<file path="config.mk">
export PLATFORM = sky130hd
export DESIGN_NAME = uart_rx_fc
export DESIGN_NICKNAME = d
export VERILOG_FILES = /design/src/rtl/uart_rx_pkg.sv /design/src/rtl/uart_rx_sync.sv /design/src/rtl/uart_rx_frame.sv /design/src/rtl/uart_rx_fifo.sv /design/src/rtl/uart_rx_fc.sv
export SDC_FILE = /design/constraint.sdc
export NUM_CORES = 1
export LEC_CHECK = 0
export ABC_AREA = 1
export BUFFER_PORTS_ARGS = -buffer_cell sky130_fd_sc_hd__buf_4
export CAP_MARGIN = 20
export CORE_MARGIN = 2
export CORE_UTILIZATION = 50
export CTS_BUF_LIST = sky130_fd_sc_hd__clkbuf_4
export CTS_CLUSTER_SIZE = 25
export DETAILED_ROUTE_END_ITERATION = 8
export GPL_TIMING_DRIVEN = 1
export HOLD_SLACK_MARGIN = 0.02
export PLACE_DENSITY_LB_ADDON = 0.15
export SKIP_CTS_REPAIR_TIMING = 1
export SYNTH_ARGS = -nofsm -noshare
export SYNTH_HDL_FRONTEND = slang
export SYNTH_SLANG_ARGS = --single-unit
</file>
<file path="constraint.sdc">
create_clock -name clk -period 2 [get_ports clk]
set_input_delay 0.2 -clock clk [delete_from_list [all_inputs] [get_ports clk]]
set_output_delay 0.2 -clock clk [all_outputs]
set_load 0.05 [all_outputs]
</file>
<file path="src/rtl/uart_rx_pkg.sv">
package uart_rx_pkg;
  typedef enum logic [1:0] {
    RX_IDLE  = 2'd0,
    RX_START = 2'd1,
    RX_DATA  = 2'd2,
    RX_STOP  = 2'd3
  } rx_state_e;

  // Result of one completed frame, handed from the sampler to the queue.
  typedef struct packed {
    logic       good;
    logic       bad;
    logic [7:0] data;
  } rx_result_t;
endpackage

</file>
<file path="src/rtl/uart_rx_sync.sv">
// Multi-stage synchronizer for the asynchronous serial line; resets to idle (1).
module uart_rx_sync #(
  parameter int STAGES = 2
) (
  input  logic clk,
  input  logic rst,
  input  logic d_i,
  output logic q_o
);
  logic [STAGES-1:0] chain_q;

  generate
    genvar g;
    for (g = 0; g < STAGES; g++) begin : g_stage
      if (g == 0) begin : g_first
        always_ff @(posedge clk) begin
          if (rst) chain_q[g] <= 1'b1;
          else     chain_q[g] <= d_i;
        end
      end else begin : g_next
        always_ff @(posedge clk) begin
          if (rst) chain_q[g] <= 1'b1;
          else     chain_q[g] <= chain_q[g-1];
        end
      end
    end
  endgenerate

  assign q_o = chain_q[STAGES-1];
endmodule

</file>
<file path="src/rtl/uart_rx_frame.sv">
// Frame sampler: finds the start edge, locks the bit centre, shifts in data.
module uart_rx_frame
  import uart_rx_pkg::*;
#(
  parameter int DATA_W = 8,
  parameter int OSR    = 16
) (
  input  logic              clk,
  input  logic              rst,
  input  logic              tick_i,
  input  logic              line_i,
  output logic              push_o,
  output logic              ferr_o,
  output logic [DATA_W-1:0] data_o
);
  localparam int CNT_W    = $clog2(OSR);
  localparam int IDX_W    = (DATA_W > 1) ? $clog2(DATA_W) : 1;
  localparam logic [CNT_W-1:0] HALF_LAST = CNT_W'(OSR/2 - 1);
  localparam logic [CNT_W-1:0] FULL_LAST = CNT_W'(OSR - 1);
  localparam logic [IDX_W-1:0] IDX_LAST  = IDX_W'(DATA_W - 1);

  rx_state_e         state_q;
  logic [CNT_W-1:0]  cnt_q;
  logic [IDX_W-1:0]  idx_q;
  logic [DATA_W-1:0] shift_q;
  logic              prev_q;
  rx_result_t        res_q;

  always_ff @(posedge clk) begin
    if (rst) begin
      state_q <= RX_IDLE;
      cnt_q   <= '0;
      idx_q   <= '0;
      shift_q <= '0;
      prev_q  <= 1'b1;
      res_q   <= '0;
    end else begin
      res_q.good <= 1'b0;
      res_q.bad  <= 1'b0;
      if (tick_i) begin
        prev_q <= line_i;
        unique case (state_q)
          RX_IDLE: begin
            if (prev_q && !line_i) begin
              state_q <= RX_START;
              cnt_q   <= '0;
            end
          end
          RX_START: begin
            if (cnt_q == HALF_LAST) begin
              cnt_q <= '0;
              idx_q <= '0;
              // high at the centre: a glitch, not a start bit
              state_q <= line_i ? RX_IDLE : RX_DATA;
            end else begin
              cnt_q <= cnt_q + 1'b1;
            end
          end
          RX_DATA: begin
            if (cnt_q == FULL_LAST) begin
              cnt_q   <= '0;
              shift_q <= {line_i, shift_q[DATA_W-1:1]};
              if (idx_q == IDX_LAST) state_q <= RX_STOP;
              else                   idx_q   <= idx_q + 1'b1;
            end else begin
              cnt_q <= cnt_q + 1'b1;
            end
          end
          RX_STOP: begin
            if (cnt_q == FULL_LAST) begin
              cnt_q      <= '0;
              state_q    <= RX_IDLE;
              res_q.data <= shift_q;
              res_q.good <= line_i;
              res_q.bad  <= !line_i;
            end else begin
              cnt_q <= cnt_q + 1'b1;
            end
          end
          default: state_q <= RX_IDLE;
        endcase
      end
    end
  end

  assign push_o = res_q.good;
  assign ferr_o = res_q.bad;
  assign data_o = res_q.data[DATA_W-1:0];
endmodule

</file>
<file path="src/rtl/uart_rx_fifo.sv">
// Receive queue: simple dual-port storage, show-ahead read, level tracking.
module uart_rx_fifo #(
  parameter int DATA_W = 8,
  parameter int DEPTH  = 32
) (
  input  logic                      clk,
  input  logic                      rst,
  input  logic                      push_i,
  input  logic [DATA_W-1:0]         wdata_i,
  input  logic                      pop_i,
  output logic [DATA_W-1:0]         rdata_o,
  output logic                      full_o,
  output logic [$clog2(DEPTH+1)-1:0] level_nxt_o
);
  localparam int AW = $clog2(DEPTH);
  localparam int LW = $clog2(DEPTH+1);
  localparam logic [LW-1:0] LVL_FULL = LW'(DEPTH);
  localparam logic [AW-1:0] PTR_LAST = AW'(DEPTH - 1);

  logic [DATA_W-1:0] mem [DEPTH];
  logic [AW-1:0]     wr_ptr_q, rd_ptr_q;
  logic [LW-1:0]     level_q, level_d;
  logic              do_wr, do_rd;

  assign full_o = (level_q == LVL_FULL);
  assign do_wr  = push_i && !full_o;
  assign do_rd  = pop_i && (level_q != '0);

  always_comb begin
    level_d = level_q;
    if (do_wr && !do_rd)      level_d = level_q + 1'b1;
    else if (!do_wr && do_rd) level_d = level_q - 1'b1;
  end

  // storage write port without reset so it maps onto RAM
  always_ff @(posedge clk) begin
    if (do_wr) mem[wr_ptr_q] <= wdata_i;
  end

  always_ff @(posedge clk) begin
    if (rst) begin
      wr_ptr_q <= '0;
      rd_ptr_q <= '0;
      level_q  <= '0;
    end else begin
      level_q <= level_d;
      if (do_wr) wr_ptr_q <= (wr_ptr_q == PTR_LAST) ? '0 : wr_ptr_q + 1'b1;
      if (do_rd) rd_ptr_q <= (rd_ptr_q == PTR_LAST) ? '0 : rd_ptr_q + 1'b1;
    end
  end

  assign rdata_o     = mem[rd_ptr_q];
  assign level_nxt_o = level_d;
endmodule

</file>
<file path="src/rtl/uart_rx_fc.sv">
// Top: synchronizer, frame sampler, receive queue, flow-control and flags.
module uart_rx_fc #(
  parameter int DATA_W      = 8,
  parameter int OSR         = 16,
  parameter int DEPTH       = 32,
  parameter int FREE_LIMIT  = 4,
  parameter int SYNC_STAGES = 2
) (
  input  logic              clk,
  input  logic              rst,
  input  logic              tick_i,
  input  logic              rxd_i,
  output logic [DATA_W-1:0] rd_data_o,
  output logic              rd_valid_o,
  input  logic              rd_ready_i,
  output logic              rts_n_o,
  output logic              frame_err_o,
  output logic              overrun_o
);
  localparam int LW        = $clog2(DEPTH+1);
  localparam int PAUSE_LVL = DEPTH - FREE_LIMIT;

  logic              line_s;
  logic              push, ferr, full, pop;
  logic [DATA_W-1:0] push_data;
  logic [LW-1:0]     level_nxt;
  logic              valid_q, rts_n_q, ovr_q;

  uart_rx_sync #(.STAGES(SYNC_STAGES)) u_sync (
    .clk (clk),
    .rst (rst),
    .d_i (rxd_i),
    .q_o (line_s)
  );

  uart_rx_frame #(.DATA_W(DATA_W), .OSR(OSR)) u_frame (
    .clk    (clk),
    .rst    (rst),
    .tick_i (tick_i),
    .line_i (line_s),
    .push_o (push),
    .ferr_o (ferr),
    .data_o (push_data)
  );

  assign pop = valid_q && rd_ready_i;

  uart_rx_fifo #(.DATA_W(DATA_W), .DEPTH(DEPTH)) u_fifo (
    .clk         (clk),
    .rst         (rst),
    .push_i      (push),
    .wdata_i     (push_data),
    .pop_i       (pop),
    .rdata_o     (rd_data_o),
    .full_o      (full),
    .level_nxt_o (level_nxt)
  );

  always_ff @(posedge clk) begin
    if (rst) begin
      valid_q <= 1'b0;
      rts_n_q <= 1'b0;
      ovr_q   <= 1'b0;
    end else begin
      valid_q <= (level_nxt != '0);
      rts_n_q <= (int'(level_nxt) >= PAUSE_LVL);
      if (push && full) ovr_q <= 1'b1;
    end
  end

  assign rd_valid_o  = valid_q;
  assign rts_n_o     = rts_n_q;
  assign frame_err_o = ferr;
  assign overrun_o   = ovr_q;
endmodule

</file>
# Yosys cells after proc, flatten, opt, wreduce, memory -nomap -nowiden
# Memories as Yosys holds them, arrays and structs flattened. A register that Yosys moved wholly into a read port is not among the register bits.
# Cells that the tools add are included.
# W data, S select, Z words.
dict set report classes {
  n_bitwise 3
  mul 0
  mux 23
  n_div 0
  reduce_logical 22
  n_eq_ne 15
  order_cmp 1
  shift 0
  add_sub_neg 6
}
# operator count
set op_table {}
lappend op_table {{$mux W5} 4}
lappend op_table {{$mux W2} 6}
lappend op_table {{$mux W4} 3}
lappend op_table {{$mux W6} 2}
lappend op_table {{$pmux W4 S3} 1}
lappend op_table {{$reduce_bool A6 Y1} 2}
lappend op_table {{$add A5 B1 Y5 const B} 2}
lappend op_table {{$eq A5 B5 Y1 const B} 2}
lappend op_table {{$ne A2 B1 Y1 const B} 5}
lappend op_table {{$mux W3} 3}
lappend op_table {{$pmux W2 S4} 1}
lappend op_table {{$logic_and A1 B1 Y1} 7}
lappend op_table {{$add A6 B1 Y6 const B} 1}
lappend op_table {{$eq A6 B6 Y1 const B} 1}
lappend op_table {{$ge A6 B5 Y1 const B} 1}
lappend op_table {{$pmux W3 S2} 1}
lappend op_table {{$reduce_and A3 Y1} 2}
lappend op_table {{$reduce_and A6 Y1} 1}
lappend op_table {{$sub A6 B1 Y6 const B} 1}
lappend op_table {{$reduce_and A5 Y1} 1}
lappend op_table {{$add A4 B1 Y4 const B} 1}
lappend op_table {{$eq A2 B2 Y1 const B} 2}
lappend op_table {{$eq A4 B3 Y1 const B} 1}
lappend op_table {{$eq A4 B4 Y1 const B} 1}
lappend op_table {{other kinds (12)} 18}
dict set report totals {
  elab_cells 87
  reg_bits 49
  rom_bits 0
  ram_bits 256
  latch_bits 0
  mem_count 1
  inputBits 5
  output_inout_bits 12
}
# memory words width rd rd_ports_with_merged_regs wr line
set mem_list {}
lappend mem_list {u_fifo.mem 32 8 1 1 1 uart_rx_fifo.sv:20} ;# logic [DATA_W-1:0] mem [DEPTH];

# Longest topological paths before layout
dict set report depth {
  depth_word 8
  mapped_depth 15
  mapped_depth_nobuf 14
}

# Cells and area by module
# A second synthesis with hierarchy kept.
dict set report unflattened {
  hier_cells 1237
  area_unflattened_um2 13031.2
}
# module area_per_inst_um2 cells_per_inst n_inst seq_area_each_um2
set modules_own_cells {}
lappend modules_own_cells {uart_rx_fifo 11646.2 1058 1 8107.8}
lappend modules_own_cells {uart_rx_frame 1208.7 155 1 560.5}
lappend modules_own_cells {uart_rx_fc 117.6 17 1 60.1}
lappend modules_own_cells {uart_rx_sync 58.8 7 1 40.0}

# Worst setup path before layout
# No wires, ideal clock.
dict set report synth_timing {
  path_type {reg2reg}
  from {reg u_fifo.level_q[0]}
  to {mem u_fifo.mem[3][0], enable pin}
  arrival_time_ns 1.672
  path_stages_with_launch 11
  n_path_buf 1
  synth_period_minus_slack_ns 2.042
  t_required_ns 1.630
  setup_ns 0.370
  slack_ns -0.042
  cell_sequence {dfxtp_1 > inv_1 > ha_1 > nand2_1 > inv_1 > nand3_1 > nand2_2 > inv_2 > buf_2 > nand2_1 > nor2_1}
}
dict set report synth_via {
  elab_chain_cells 5
}
# item line
set synth_lines {}
lappend synth_lines {{start: declaration} uart_rx_fifo.sv:22} ;# logic [LW-1:0] level_q, level_d;
lappend synth_lines {{start signal: assignment} uart_rx_fifo.sv:46} ;# level_q <= level_d;
lappend synth_lines {{$eq A6 B6 Y1} uart_rx_fifo.sv:25} ;# assign full_o = (level_q == LVL_FULL);
lappend synth_lines {{$logic_not A1 Y1} uart_rx_fifo.sv:26} ;# assign do_wr = push_i && !full_o;
lappend synth_lines {{$logic_and A1 B1 Y1} uart_rx_fifo.sv:26}
lappend synth_lines {{$mux W1} uart_rx_fifo.sv:37} ;# if (do_wr) mem[wr_ptr_q] <= wdata_i;
lappend synth_lines {{$mux W1 (implied by the code)} uart_rx_fifo.sv:37}
lappend synth_lines {{end: declaration} uart_rx_fifo.sv:20}
# No other way between the ends.

==> results.cfg <==
[run_status]
violations = negative setup slack
status = finished, violations left

[power_and_ir_drop]
powerDensity_nw_per_um2 = 838
ir_drop_uv = 511
seqPwrFrac_pct = 53.9
power.switching_mw = 2.51
swShare_pct = 19.6
finalPower_mw = 12.8
pwr-share-comb_pct = 0.4
p_int_mw = 10.3
clock_power_share_pct = 45.7
p_leak_nw = 5.31

[clocking]
htree_levels = 3
cts_root_buf = clkbuf_4
clk_latency_ps = 700
cts_buffers = 80
clock_path_buffers = 3
path_clk_slew_ps = 70
cts_tree = yes
clock_sinks = 310

[yosys]
ys_types = 34
syn_area_um2 = 12500
synthCells = 1078
ys_seq_elements = 310
synth.yosys.seq_area_share_pct = 70.0
yosysWarnings = 0
syn_avg_cell_area_um2 = 11.6
synth_nets = 1096

[global_routing]
grt_pass1_vias = 8796
grt_max_degree = 62
antenna_found_initial = 1
grt_pass1_wl_um = 47600
overflow = 0
grtUsageTotal_pct = 23.9

[cells_and_area]
multi_input_area_um2 = 3440
fillers = 1954
final-seq-area_um2 = 8780
final_cell_mix = edfxtp_1 (256), nor2_1 (215), o21ai_0 (144)
layout_commonest_cell = edfxtp_1
final_net_count = 1244
syn_to_final_growth_pct = 21.7
drive_gt1_share_pct = 24.2

[floorplan]
dieArea_um2 = 26400
start_util_pct = 51.2
die_y_um = 162
die_w_um = 162
fp-row-count = 57
core_region_area_um2 = 24500
io-pin-count = 17

[hold_path]
holdPathStages = 7
hold_path_class = input port to flip-flop
hp-start = rd_ready_i

[timing]
slew-limit-headroom_pct = 66.5
max_freq_mhz = 382
finClkSkew_ps = 40.7
maxSlewViolCount = 0
rsz0062_at_grt = true
hold_viol = 0
tightest_slew_ps = 503
setup-tns-final_ps = -4620
setup_viol = 8
period_share_pct = 131
period_minus_slack_ps = 2620
setup_ws_ps = -619

[worst_setup_path]
crit_fanout = 20
rr_worst_depth = 11
startpoint_type = flip-flop
critPathRequiredTime_ps = 1800
criticalPathCategory = flip-flop to output port
crit_path_end_kind = output port
reg2reg_slack_ps = 130
r2r_end = u_fifo.mem[17][3]$_DFFE_PP_
regToRegStartpoint = u_fifo.level_q[1]$_SDFF_PP0_
cp.arrival_ps = 2420

[placement]
place_hpwl_um = 18100
gp_congestion = 0.876
io_buffers = 16

[flow_run]
maxCapViolations = 0

[detailed_routing]
first_pass_iters = 6
drtIter0Drc = 1017
vias = 9163
wl_per_cell_um = 20.3
avgViaCountPerCell = 5.69
postRouteAntennaNets = 0
route.detailed.drc = 0
wl_um = 32700
-- cells by family (layout without fill, tap and decap cells) --
group / Yosys count / after routing / share of synthesized area (%)
compound gates: 261 / 261 / 12.2
xor+xnor: 3 / 3 / 0.210
fa+ha+maj: 13 / 13 / 1.30
buf+inv: 107 / 314 / 3.55
flops: 310 / 310 / 70.0
other cells: 0 / 1 / 0
simple gates: 384 / 384 / 12.8
-- registers in the layout, summed over array words and instances, names as in the netlist, 3 cells and up, named ones only --
name,flops
u_fifo.level_q,6
u_fifo.mem,256
u_fifo.rd_ptr_q,5
u_fifo.wr_ptr_q,5
u_frame.cnt_q,4
u_frame.data_o,8
u_frame.idx_q,3
u_frame.shift_q,8
-- cells in the mapped netlist --
master	count	area (um^2)
ha_1	13	163
inv_2	4	15.0
or2_2	3	18.8
o32ai_2	1	16.3
xor2_1	3	26.3
clkbuf_1	40	150
buf_4	8	60.1
nor3_1	5	25.0
a211oi_1	1	7.51
o21a_1	7	52.6
buf_2	11	55.1
a21oi_1	26	130
nand3b_1	2	15.0
inv_1	42	158
clkinv_1	1	3.75
nor3_4	1	16.3
nor4_4	1	21.3
buf_1	1	3.75
or2_4	1	8.76
o211ai_1	1	7.51
a221oi_1	1	8.76
nand2_2	2	12.5
edfxtp_1	256	7690
o22ai_1	13	81.3
nor4_1	1	6.26
dfxtp_1	54	1080
nand2_1	82	308
nor2_1	221	830
o21ai_0	161	806
nand3_1	55	275
nor2_2	4	25.0
nand4_1	6	37.5
o221ai_1	46	403
o21ai_1	4	20.0
-- how the worst max path moves through the flow --
stage | to | slack [ps] | cells after the start
2_1_floorplan | u_fifo.mem[7][0]$_DFFE_PP_ | -40 | 10
4_1_cts | rd_data_o[4] | -790 | 9
5_1_grt | rd_data_o[1] | -710 | 9
3_5_place_dp | rd_data_o[4] | -30 | 9
6_report | rd_data_o[6] | -620 | 8
3_3_place_gp | rd_data_o[4] | -40 | 9
-- worst max-delay path: stages, from the launching register on --
cell and delay, ps:
dfxtp_4 430, buf_12 200, buf_4 150, o21ai_0 90
o221ai_1 300, nand3_1 140, nand2_2 140, o21a_1 140
buf_6 160
-- routing by layer --
metal	GRT usage, %	wire (um)	vias up	share of wire [%]
met5	0	0	-	0
met4	11.7	960	0	2.9
met3	5.02	2750	68	8.4
met2	36.1	15200	420	47
met1	33.2	13700	4422	42
li1	-	-	4253	-
-- cell type report --
type / count / area share (%)
Multi-Input combinational cell: 661 / 22.6
Tap cell: 324 / 2.66
Antenna cell: 1 / 0.0164
Timing Repair Buffer: 126 / 8.71
Sequential cell: 310 / 57.5
Clock inverter: 14 / 1.04
Inverter: 47 / 1.25
Clock buffer: 127 / 6.25
-- through the flow --
stage | instances | util (%) | hold WS, ps | area, um^2 | setup slack (ps)
3_3_place_gp | 1448 | 55.7 | 386 | 13600 | -44.5
3_5_place_dp | 1448 | 55.7 | 394 | 13600 | -33.9
5_1_grt | 1610 | 62.4 | 152 | 15300 | -706
4_1_cts | 1589 | 60.2 | -341 | 14700 | -791
2_1_floorplan | 1078 | - | 304 | 12500 | -42.2
6_report | 1610 | 62.4 | 132 | 15300 | -619
-- power groups by stage --
stage	combinational (mW)	sequential [mW]	clock [mW]
after floorplan	0.0322	7.03	0
after global placement	0.0476	7.03	0
after detailed placement	0.0486	7.03	0
after CTS	0.0487	6.89	5.97
after global routing	0.0618	6.88	6.34
final	0.0544	6.89	5.85
Note: power is estimated with default switching activity, not from simulation.
